--- src/rtl/sport_pkg.sv ---
package sport_pkg;
  localparam int unsigned MAX_W = 32;
  localparam int unsigned CNT_W = $clog2(MAX_W + 1);

  function automatic logic [CNT_W-1:0] wl_bits(input logic [2:0] sel);
    case (sel)
      3'd0: wl_bits = CNT_W'(8);
      3'd1: wl_bits = CNT_W'(12);
      3'd2: wl_bits = CNT_W'(16);
      3'd3: wl_bits = CNT_W'(20);
      3'd4: wl_bits = CNT_W'(24);
      default: wl_bits = CNT_W'(32);
    endcase
  endfunction
endpackage

--- src/rtl/sport_sync.sv ---
module sport_sync #(
  parameter int unsigned W      = 1,
  parameter int unsigned STAGES = 2
) (
  input  logic         clk_i,
  input  logic         rst_ni,
  input  logic [W-1:0] d_i,
  output logic [W-1:0] q_o
);
  logic [W-1:0] st_q [STAGES];

  always_ff @(posedge clk_i or negedge rst_ni) begin
    if (!rst_ni) begin
      for (int i = 0; i < STAGES; i++) st_q[i] <= '0;
    end else begin
      st_q[0] <= d_i;
      for (int i = 1; i < STAGES; i++) st_q[i] <= st_q[i-1];
    end
  end

  assign q_o = st_q[STAGES-1];
endmodule

--- src/rtl/sport_tx.sv ---
module sport_tx #(
  parameter int unsigned DW     = sport_pkg::MAX_W,
  parameter int unsigned SYNC_N = 2,
  localparam int unsigned CW    = $clog2(DW + 1)
) (
  input  logic          clk_i,
  input  logic          rst_ni,
  input  logic [CW-1:0] wl_i,
  input  logic          bclk_i,
  input  logic          fs_i,
  output logic          d_o,
  input  logic [DW-1:0] wdata_i,
  input  logic          we_i,
  output logic          ready_o,
  output logic          urun_o
);
  logic          bclk_s, fs_s, bclk_q, rise;
  logic [DW-1:0] hold_q, last_q, sh_q, load_word;
  logic          hold_v_q, busy_q;
  logic [CW-1:0] cnt_q;

  sport_sync #(.W(2), .STAGES(SYNC_N)) u_sync (
    .clk_i (clk_i),
    .rst_ni(rst_ni),
    .d_i   ({bclk_i, fs_i}),
    .q_o   ({bclk_s, fs_s})
  );

  assign rise      = bclk_s & ~bclk_q;
  assign load_word = hold_v_q ? hold_q : last_q;
  assign ready_o   = ~hold_v_q;

  always_ff @(posedge clk_i or negedge rst_ni) begin
    if (!rst_ni) begin
      bclk_q   <= 1'b0;
      hold_q   <= '0;
      hold_v_q <= 1'b0;
      last_q   <= '0;
      sh_q     <= '0;
      cnt_q    <= '0;
      busy_q   <= 1'b0;
      d_o      <= 1'b0;
      urun_o   <= 1'b0;
    end else begin
      bclk_q <= bclk_s;
      urun_o <= 1'b0;
      // holding register only accepts when empty
      if (we_i && !hold_v_q) begin
        hold_q   <= wdata_i;
        hold_v_q <= 1'b1;
      end
      if (rise) begin
        if (fs_s) begin
          last_q <= load_word;
          sh_q   <= load_word << (CW'(DW) - wl_i);
          cnt_q  <= wl_i;
          busy_q <= 1'b1;
          d_o    <= 1'b0;
          urun_o <= ~hold_v_q;
          if (hold_v_q) hold_v_q <= 1'b0;
        end else if (busy_q) begin
          d_o    <= sh_q[DW-1];
          sh_q   <= sh_q << 1;
          cnt_q  <= cnt_q - 1'b1;
          busy_q <= (cnt_q != CW'(1));
        end else begin
          d_o <= 1'b0;
        end
      end
    end
  end
endmodule

--- src/rtl/sport_rx.sv ---
module sport_rx #(
  parameter int unsigned DW     = sport_pkg::MAX_W,
  parameter int unsigned SYNC_N = 2,
  localparam int unsigned CW    = $clog2(DW + 1)
) (
  input  logic          clk_i,
  input  logic          rst_ni,
  input  logic [CW-1:0] wl_i,
  input  logic          bclk_i,
  input  logic          fs_i,
  input  logic          d_i,
  output logic [DW-1:0] rdata_o,
  input  logic          re_i,
  output logic          full_o,
  output logic          ovr_o
);
  logic          bclk_s, fs_s, d_s, bclk_q, rise, done, drr_free;
  logic [DW-1:0] sh_q, rbr_q, drr_q, new_word;
  logic          rbr_v_q, drr_v_q, busy_q;
  logic [CW-1:0] cnt_q;

  sport_sync #(.W(3), .STAGES(SYNC_N)) u_sync (
    .clk_i (clk_i),
    .rst_ni(rst_ni),
    .d_i   ({bclk_i, fs_i, d_i}),
    .q_o   ({bclk_s, fs_s, d_s})
  );

  assign rise     = bclk_s & ~bclk_q;
  assign new_word = {sh_q[DW-2:0], d_s};
  assign done     = rise & ~fs_s & busy_q & (cnt_q == CW'(1));
  assign drr_free = ~drr_v_q | re_i;
  assign rdata_o  = drr_q;
  assign full_o   = drr_v_q;

  always_ff @(posedge clk_i or negedge rst_ni) begin
    if (!rst_ni) begin
      bclk_q  <= 1'b0;
      sh_q    <= '0;
      cnt_q   <= '0;
      busy_q  <= 1'b0;
      rbr_q   <= '0;
      rbr_v_q <= 1'b0;
      drr_q   <= '0;
      drr_v_q <= 1'b0;
      ovr_o   <= 1'b0;
    end else begin
      bclk_q <= bclk_s;
      ovr_o  <= 1'b0;
      if (re_i && drr_v_q) drr_v_q <= 1'b0;
      // buffer moves only into an empty (or just-read) data register
      if (drr_free && rbr_v_q) begin
        drr_q   <= rbr_q;
        drr_v_q <= 1'b1;
        rbr_v_q <= 1'b0;
      end
      if (done) begin
        if (!rbr_v_q || drr_free) begin
          rbr_q   <= new_word;
          rbr_v_q <= 1'b1;
        end else begin
          ovr_o <= 1'b1;
        end
      end
      if (rise) begin
        if (fs_s) begin
          sh_q   <= '0;
          cnt_q  <= wl_i;
          busy_q <= 1'b1;
        end else if (busy_q) begin
          sh_q   <= new_word;
          cnt_q  <= cnt_q - 1'b1;
          busy_q <= (cnt_q != CW'(1));
        end
      end
    end
  end
endmodule

--- src/rtl/sport_dp.sv ---
module sport_dp #(
  parameter int unsigned DW     = sport_pkg::MAX_W,
  parameter int unsigned SYNC_N = 2
) (
  input  logic          clk_i,
  input  logic          rst_ni,
  input  logic [2:0]    wl_sel_i,
  input  logic          tx_bclk_i,
  input  logic          tx_fs_i,
  output logic          tx_d_o,
  input  logic [DW-1:0] tx_wdata_i,
  input  logic          tx_we_i,
  output logic          tx_ready_o,
  output logic          tx_urun_o,
  input  logic          rx_bclk_i,
  input  logic          rx_fs_i,
  input  logic          rx_d_i,
  output logic [DW-1:0] rx_rdata_o,
  input  logic          rx_re_i,
  output logic          rx_full_o,
  output logic          rx_ovr_o
);
  localparam int unsigned CW = $clog2(DW + 1);

  logic [CW-1:0] wl;
  assign wl = CW'(sport_pkg::wl_bits(wl_sel_i));

  sport_tx #(.DW(DW), .SYNC_N(SYNC_N)) u_tx (
    .clk_i  (clk_i),
    .rst_ni (rst_ni),
    .wl_i   (wl),
    .bclk_i (tx_bclk_i),
    .fs_i   (tx_fs_i),
    .d_o    (tx_d_o),
    .wdata_i(tx_wdata_i),
    .we_i   (tx_we_i),
    .ready_o(tx_ready_o),
    .urun_o (tx_urun_o)
  );

  sport_rx #(.DW(DW), .SYNC_N(SYNC_N)) u_rx (
    .clk_i  (clk_i),
    .rst_ni (rst_ni),
    .wl_i   (wl),
    .bclk_i (rx_bclk_i),
    .fs_i   (rx_fs_i),
    .d_i    (rx_d_i),
    .rdata_o(rx_rdata_o),
    .re_i   (rx_re_i),
    .full_o (rx_full_o),
    .ovr_o  (rx_ovr_o)
  );
endmodule

--- config.mk ---
export PLATFORM = sky130hd
export DESIGN_NAME = sport_dp
export DESIGN_NICKNAME = d
export VERILOG_FILES = /design/src/rtl/sport_pkg.sv /design/src/rtl/sport_sync.sv /design/src/rtl/sport_tx.sv /design/src/rtl/sport_rx.sv /design/src/rtl/sport_dp.sv
export SDC_FILE = /design/constraint.sdc
export NUM_CORES = 1
export LEC_CHECK = 0
export BUFFER_PORTS_ARGS = -buffer_cell sky130_fd_sc_hd__buf_2
export CORE_UTILIZATION = 55
export DETAILED_ROUTE_END_ITERATION = 8
export PLACE_DENSITY = 0.76
export SYNTH_ARGS = -nofsm -noshare
export SYNTH_HDL_FRONTEND = slang
export SYNTH_SLANG_ARGS = --single-unit
--- constraint.sdc ---
create_clock -name clk_i -period 3.5 [get_ports clk_i]
set_clock_uncertainty 0.15 [all_clocks]
set_input_delay 0.175 -clock clk_i [delete_from_list [all_inputs] [get_ports clk_i]]
set_output_delay 0.175 -clock clk_i [all_outputs]
set_load 0.05 [all_outputs]
# Yosys cells after proc, flatten, opt, wreduce, memory -nomap -nowiden
# Cells that the tools add are included.
totals:
  mem_count: 0
  in_bits: 44
  romBits: 0
  latchBits: 0
  reg_bits: 223
  ram_bits: 0
op_classes:
  addsub: 3
  bitwise_logic: 11
  n_mul: 0
  n_div: 0
  magnitude_cmp: 0
  muxes: 29
  shifts: 1
  n_reduce_logical: 14
  eq_ne: 7
op_table:
  columns: ["operator", "n"]
  rows:
  - ["32-bit two-way mux", 3]
  - ["31-bit two-way mux", 2]
  - ["32-bit by 6-bit left shift with 32-bit output", 1]
  - ["6-bit case mux with 5 select lines", 1]
  - ["6-bit two-way mux", 4]
  - ["1-bit two-way mux", 19]
  - ["6-bit by 1-bit inequality test with 1-bit output, second input constant", 2]
  - ["6-bit by 1-bit subtractor with 6-bit output, second input constant", 2]
  - ["2-bit AND reduction", 4]
  - ["3-bit by 2-bit == test with 1-bit output, second input constant", 2]
  - ["6-bit by 1-bit == test with 1-bit output, second input constant", 1]
  - ["2-bit nonzero test", 3]
  - ["6-bit subtractor, first input constant", 1]
  - ["1-bit bitwise AND", 5]
  - ["1-bit NOT", 5]
  - ["3-bit by 1-bit == test with 1-bit output, second input constant", 1]
  - ["3-bit == test, second input constant", 1]
  - ["1-bit logical AND", 3]
  - ["3-bit zero test", 1]
  - ["1-bit zero test", 2]
  - ["1-bit logical OR", 1]
  - ["1-bit bitwise OR", 1]

# Logic depth before layout (Yosys ltp)
logic_depth:
  ltp_word: 6
  mapped_depth: 8
  ltp_nobuf: 6

# Cells and area by module
# A second synthesis with hierarchy kept.
hier_totals:
  cells_unflattened: 878
  area_unflattened_um2: 11227.0
modules_own_cells:
  columns: ["mod", "cells_per_inst", "area_each_um2", "n_inst"]
  rows:
  - ["sport_tx", 590, 6727.7, 1]
  - ["sport_rx", 267, 4171.5, 1]
  - ["sport_sync at u_rx.u_sync", 9, 172.7, 1]
  - ["sport_sync at u_tx.u_sync", 6, 115.1, 1]
  - ["sport_dp", 6, 40.0, 1]

# Worst setup path after synthesis
# No wires, ideal clock.
synth_path:
  kind: "flip-flop to flip-flop"
  from: "register u_rx.drr_v_q, in the netlist u_rx.full_o"
  to: "register u_rx.drr_q[10], in the netlist u_rx.rdata_o[10]"
  period_less_slack_ns: 1.885
  setup_time_ns: 0.125
  path_slack_ns: 1.615
  stages_incl_launch_ff: 5
  arrival_time_ns: 1.611
  cell_sequence: "dfrtp_1 > nand2b_1 > nand2_1 > buf_1 > mux2_2"
synth_via:
  elab_chain_cells: 3
synth_lines:
  columns: ["item", "line", "text"]
  rows:
  - ["start, declared", "sport_rx.sv:19", "logic rbr_v_q, drr_v_q, busy_q;"]
  - ["start signal, assigned", "sport_rx.sv:45", "drr_v_q <= 1'b0;"]
  - ["start signal, assigned", "sport_rx.sv:50", "if (re_i && drr_v_q) drr_v_q <= 1'b0;"]
  - ["start signal, assigned", "sport_rx.sv:54", "drr_v_q <= 1'b1;"]
  - ["1-bit NOT", "sport_rx.sv:32", "assign drr_free = ~drr_v_q | re_i;"]
  - ["1-bit bitwise OR", "sport_rx.sv:32", null]
  - ["1-bit logical AND", "sport_rx.sv:52", "if (drr_free && rbr_v_q) begin"]
  - ["end signal, assigned", "sport_rx.sv:53", "drr_q <= rbr_q;"]
  - ["end, declared", "sport_rx.sv:18", "logic [DW-1:0] sh_q, rbr_q, drr_q, new_word;"]
# No other way between the ends.
# A chain may end at the register's enable or synchronous reset.

# Final worst setup path
layout_path:
  from: "register u_tx.hold_v_q"
  to: "register u_tx.sh_q[11]"
layout_via:
  elab_chain_cells: 3
layout_lines:
  columns: ["item", "line", "text"]
  rows:
  - ["start, declared", "sport_tx.sv:19", "logic hold_v_q, busy_q;"]
  - ["start signal, assigned", "sport_tx.sv:37", "hold_v_q <= 1'b0;"]
  - ["start signal, assigned", "sport_tx.sv:50", "hold_v_q <= 1'b1;"]
  - ["start signal, assigned", "sport_tx.sv:60", "if (hold_v_q) hold_v_q <= 1'b0;"]
  - ["32-bit two-way mux", "sport_tx.sv:30", "assign load_word = hold_v_q ? hold_q : last_q;"]
  - ["32-bit by 6-bit left shift with 32-bit output", "sport_tx.sv:55", "sh_q <= load_word << (CW'(DW) - wl_i);"]
  - ["32-bit two-way mux", "sport_tx.sv:53", "if (fs_s) begin"]
  - ["end signal, assigned", "sport_tx.sv:55", null]
  - ["end signal, assigned", "sport_tx.sv:63", "sh_q <= sh_q << 1;"]
  - ["end, declared", "sport_tx.sv:18", "logic [DW-1:0] hold_q, last_q, sh_q, load_word;"]
# No other way between the ends.

==> run metrics <==
status=complete, no violations; max cap viols=0; vias in the first global route=slightly below 7000; final core utilization=0.6727; synthesized instance count=just over 800; fmax=0.3668 GHz; H-Tree Depth=1; DRC=0; die area=0.01872 mm^2; area delta synth->final=18.01%; worst vdd ir=around 0.00054 V; Num Clock Sinks=223; RSZ-0062 raised after global routing=false; Post-synth EDFFs=0; post-route insts no fill=1160; top cells by count, synth=223 x dfrtp_1, 78 x mux2_2, 70 x o21ai_0; Design Area, Final=0.01180 mm^2; Worst setup SP type=flip-flop; Die Wd=136.8 um; DR vias=6977; Post-DRT Antenna Nets=0; TritonCTS clock tree=built; synthesized cell area=0.009996 mm^2; first-pass GRT wire length=36460 um; worst path arrival time=2.95 ns; Tcrit/Tclk final=0.7789; # Post-CTS Setup Buffers=0; buffer depth of the longest clock path=3; Power Density=about 700 mW/mm^2; core area=0.01754 mm^2; fin nets=about 970; WL final=22350 um; register bit total from synthesis=223; Avg Synthesized Cell Area=12.33 um^2; CP max FO=33; instance area at placement=0.01055 mm^2; Post-DP HPWL=around 14000 um; Num CTS Buffers=23; initial antenna violation count=0; Critical Path RT=3.73 ns; CTS Root Cell=clkbuf_16; ys async rst share=1.000; largest net degree at the start of global routing=126; Clock transition at path regs=0.07 ns; gp weighted congestion=0.9615; Most Crowded Layer GR=met2; Worst-Skew Late Latency=just over 0.5 ns; vias per cell=6.015; Slew HR=0.3438; syn_nets=roughly 860; GRT Total Usage=0.2501; Yosys cell types=59; I/O Pins=a little over 80; Syn. warnings=0; Top FF cell, synth=dfrtp_1; Die Y-Extent=136.8 um; total congestion overflow=0; port bufs=80; Slew Viols, Final=0; setup TNS=0 ns; Global Route met2 Usage=0.3923; endpoints failing hold=0; overall power=8.253 mW; leakage power=5.678 nW; 1st-iter DRT viols=730; Least-Margin Pin Slew=0.9843 ns; register area share after synthesis=0.5583; crit end category=flip-flop; most frequent cell after synthesis=dfrtp_1; cts repair resizes=0; site row count=48; ranking of synthesized cells by area=dfrtp_1 56%, mux2_2 8.8%, mux2_4 4.8%; Starting Density=0.5700; layout cell share with drive strength beyond 1=0.2834; # setup viols final=0; Crit Path Category=flip-flop to flip-flop; Tmin final=~2.7 ns; mean routed wirelength per cell=19.27 um; dpl cells=roughly 1100; Worst Hold Class=input port to async pin; Initial DRT Pass Iterations=5; grt met1 use=0.3632; met3 Track Usage GR=0.03630; antenna fix cells=0; Yosys top cell area share=0.5583; dominant cell type by area after synthesis=dfrtp_1
[critical path, stage by stage (launching register included)]
cell	delay [ns]
dfrtp_2	0.94
buf_4	0.33
mux2i_1	0.48
o22ai_1	0.21
a221oi_1	0.37
nor2_1	0.09
[power by group]
| part | internal [mW] | leakage (nW) | switching, mW |
|---|---|---|---|
| sequential | 3.13 | 2.86 | 0.454 |
| clock | 1.71 | 0.409 | 1.01 |
| combinational | 0.892 | 2.41 | 1.06 |
[layer usage]
metal,wire length [um],part of all wire
met3,1378,0.062
met1,10020,0.45
met2,10290,0.46
met5,0,0
met4,664,0.030
[state kept, by name, indices dropped and copies added, names as in the netlist, 6 cells and up]
name	cells
u_rx.cnt_q	6
u_rx.rbr_q	32
u_rx.rdata_o	32
u_rx.sh_q	31
u_tx.cnt_q	6
u_tx.hold_q	32
u_tx.last_q	32
u_tx.sh_q	32
[worst paths after layout]
kind,startpoint,endpoint,slack (ns),cells after the start
max,u_tx.hold_v_q,u_tx.sh_q[11],0.77,5
min,rst_ni,u_tx.sh_q[6],0.17,2
max reg2reg,u_tx.hold_v_q,u_tx.sh_q[11],0.77,5
min reg2reg,u_rx.u_sync.st_q[5],u_rx.u_sync.q_o[2],0.20,0
max in group asynchronous,rst_ni,u_rx.rdata_o[14],2.08,3
min in group clk_i,rx_d_i,u_rx.u_sync.st_q[3],0.17,2
[layout make-up]
| class | instances | area [um^2] |
|---|---|---|
| fillers | 1257 | 5741 |
| multi-input cells | 514 | 4051 |
| clock buffers | 31 | 625.6 |
| clock inverters | 11 | 222.7 |
| repair buffers | 140 | 973.4 |
| well taps | 225 | 281.5 |
| inverters | 16 | 60.06 |
| flip-flops and latches | 223 | 5582 |
[repair_timing]
item / 4_1_cts / 5_1_grt
setup endpoints to repair: 0 / 0
endpoints found under the hold margin: 163 / 0
hold buffers: 40 / 0
[cells by family (layout without fill, tap and decap cells)]
kind of cell    count (synthesis)  in the layout  share of synthesized area
compound gates                224            224                     0.1502
fa+ha+maj                       4              4                   0.005007
buf+inv                        74            198                    0.03768
flops                         223            223                     0.5583
mux                           156            156                     0.1896
simple gates                  130            130                    0.05921
[per-stage QoR]
stage | setup WS (ns) | hold slack [ns]
floorplan | 1.615 | -0.2706
global placement | 0.9367 | 0.1330
detailed placement | 0.8892 | 0.1347
CTS | 0.8472 | 0.1508
global route | 0.6329 | 0.1825
finish | 0.7740 | 0.1668
[layout by cell type, fill, tap and decap left out, types with 32 or more instances in the layout]
cell	n
nor2_1	40
mux2i_1	39
dlygate4sd3_1	40
buf_2	79
o21ai_0	70
nand2_1	49
dfrtp_1	222
mux2_2	78
mux2_4	32
a22o_1	34
a21oi_1	38
(Power assumes the default switching activity.)
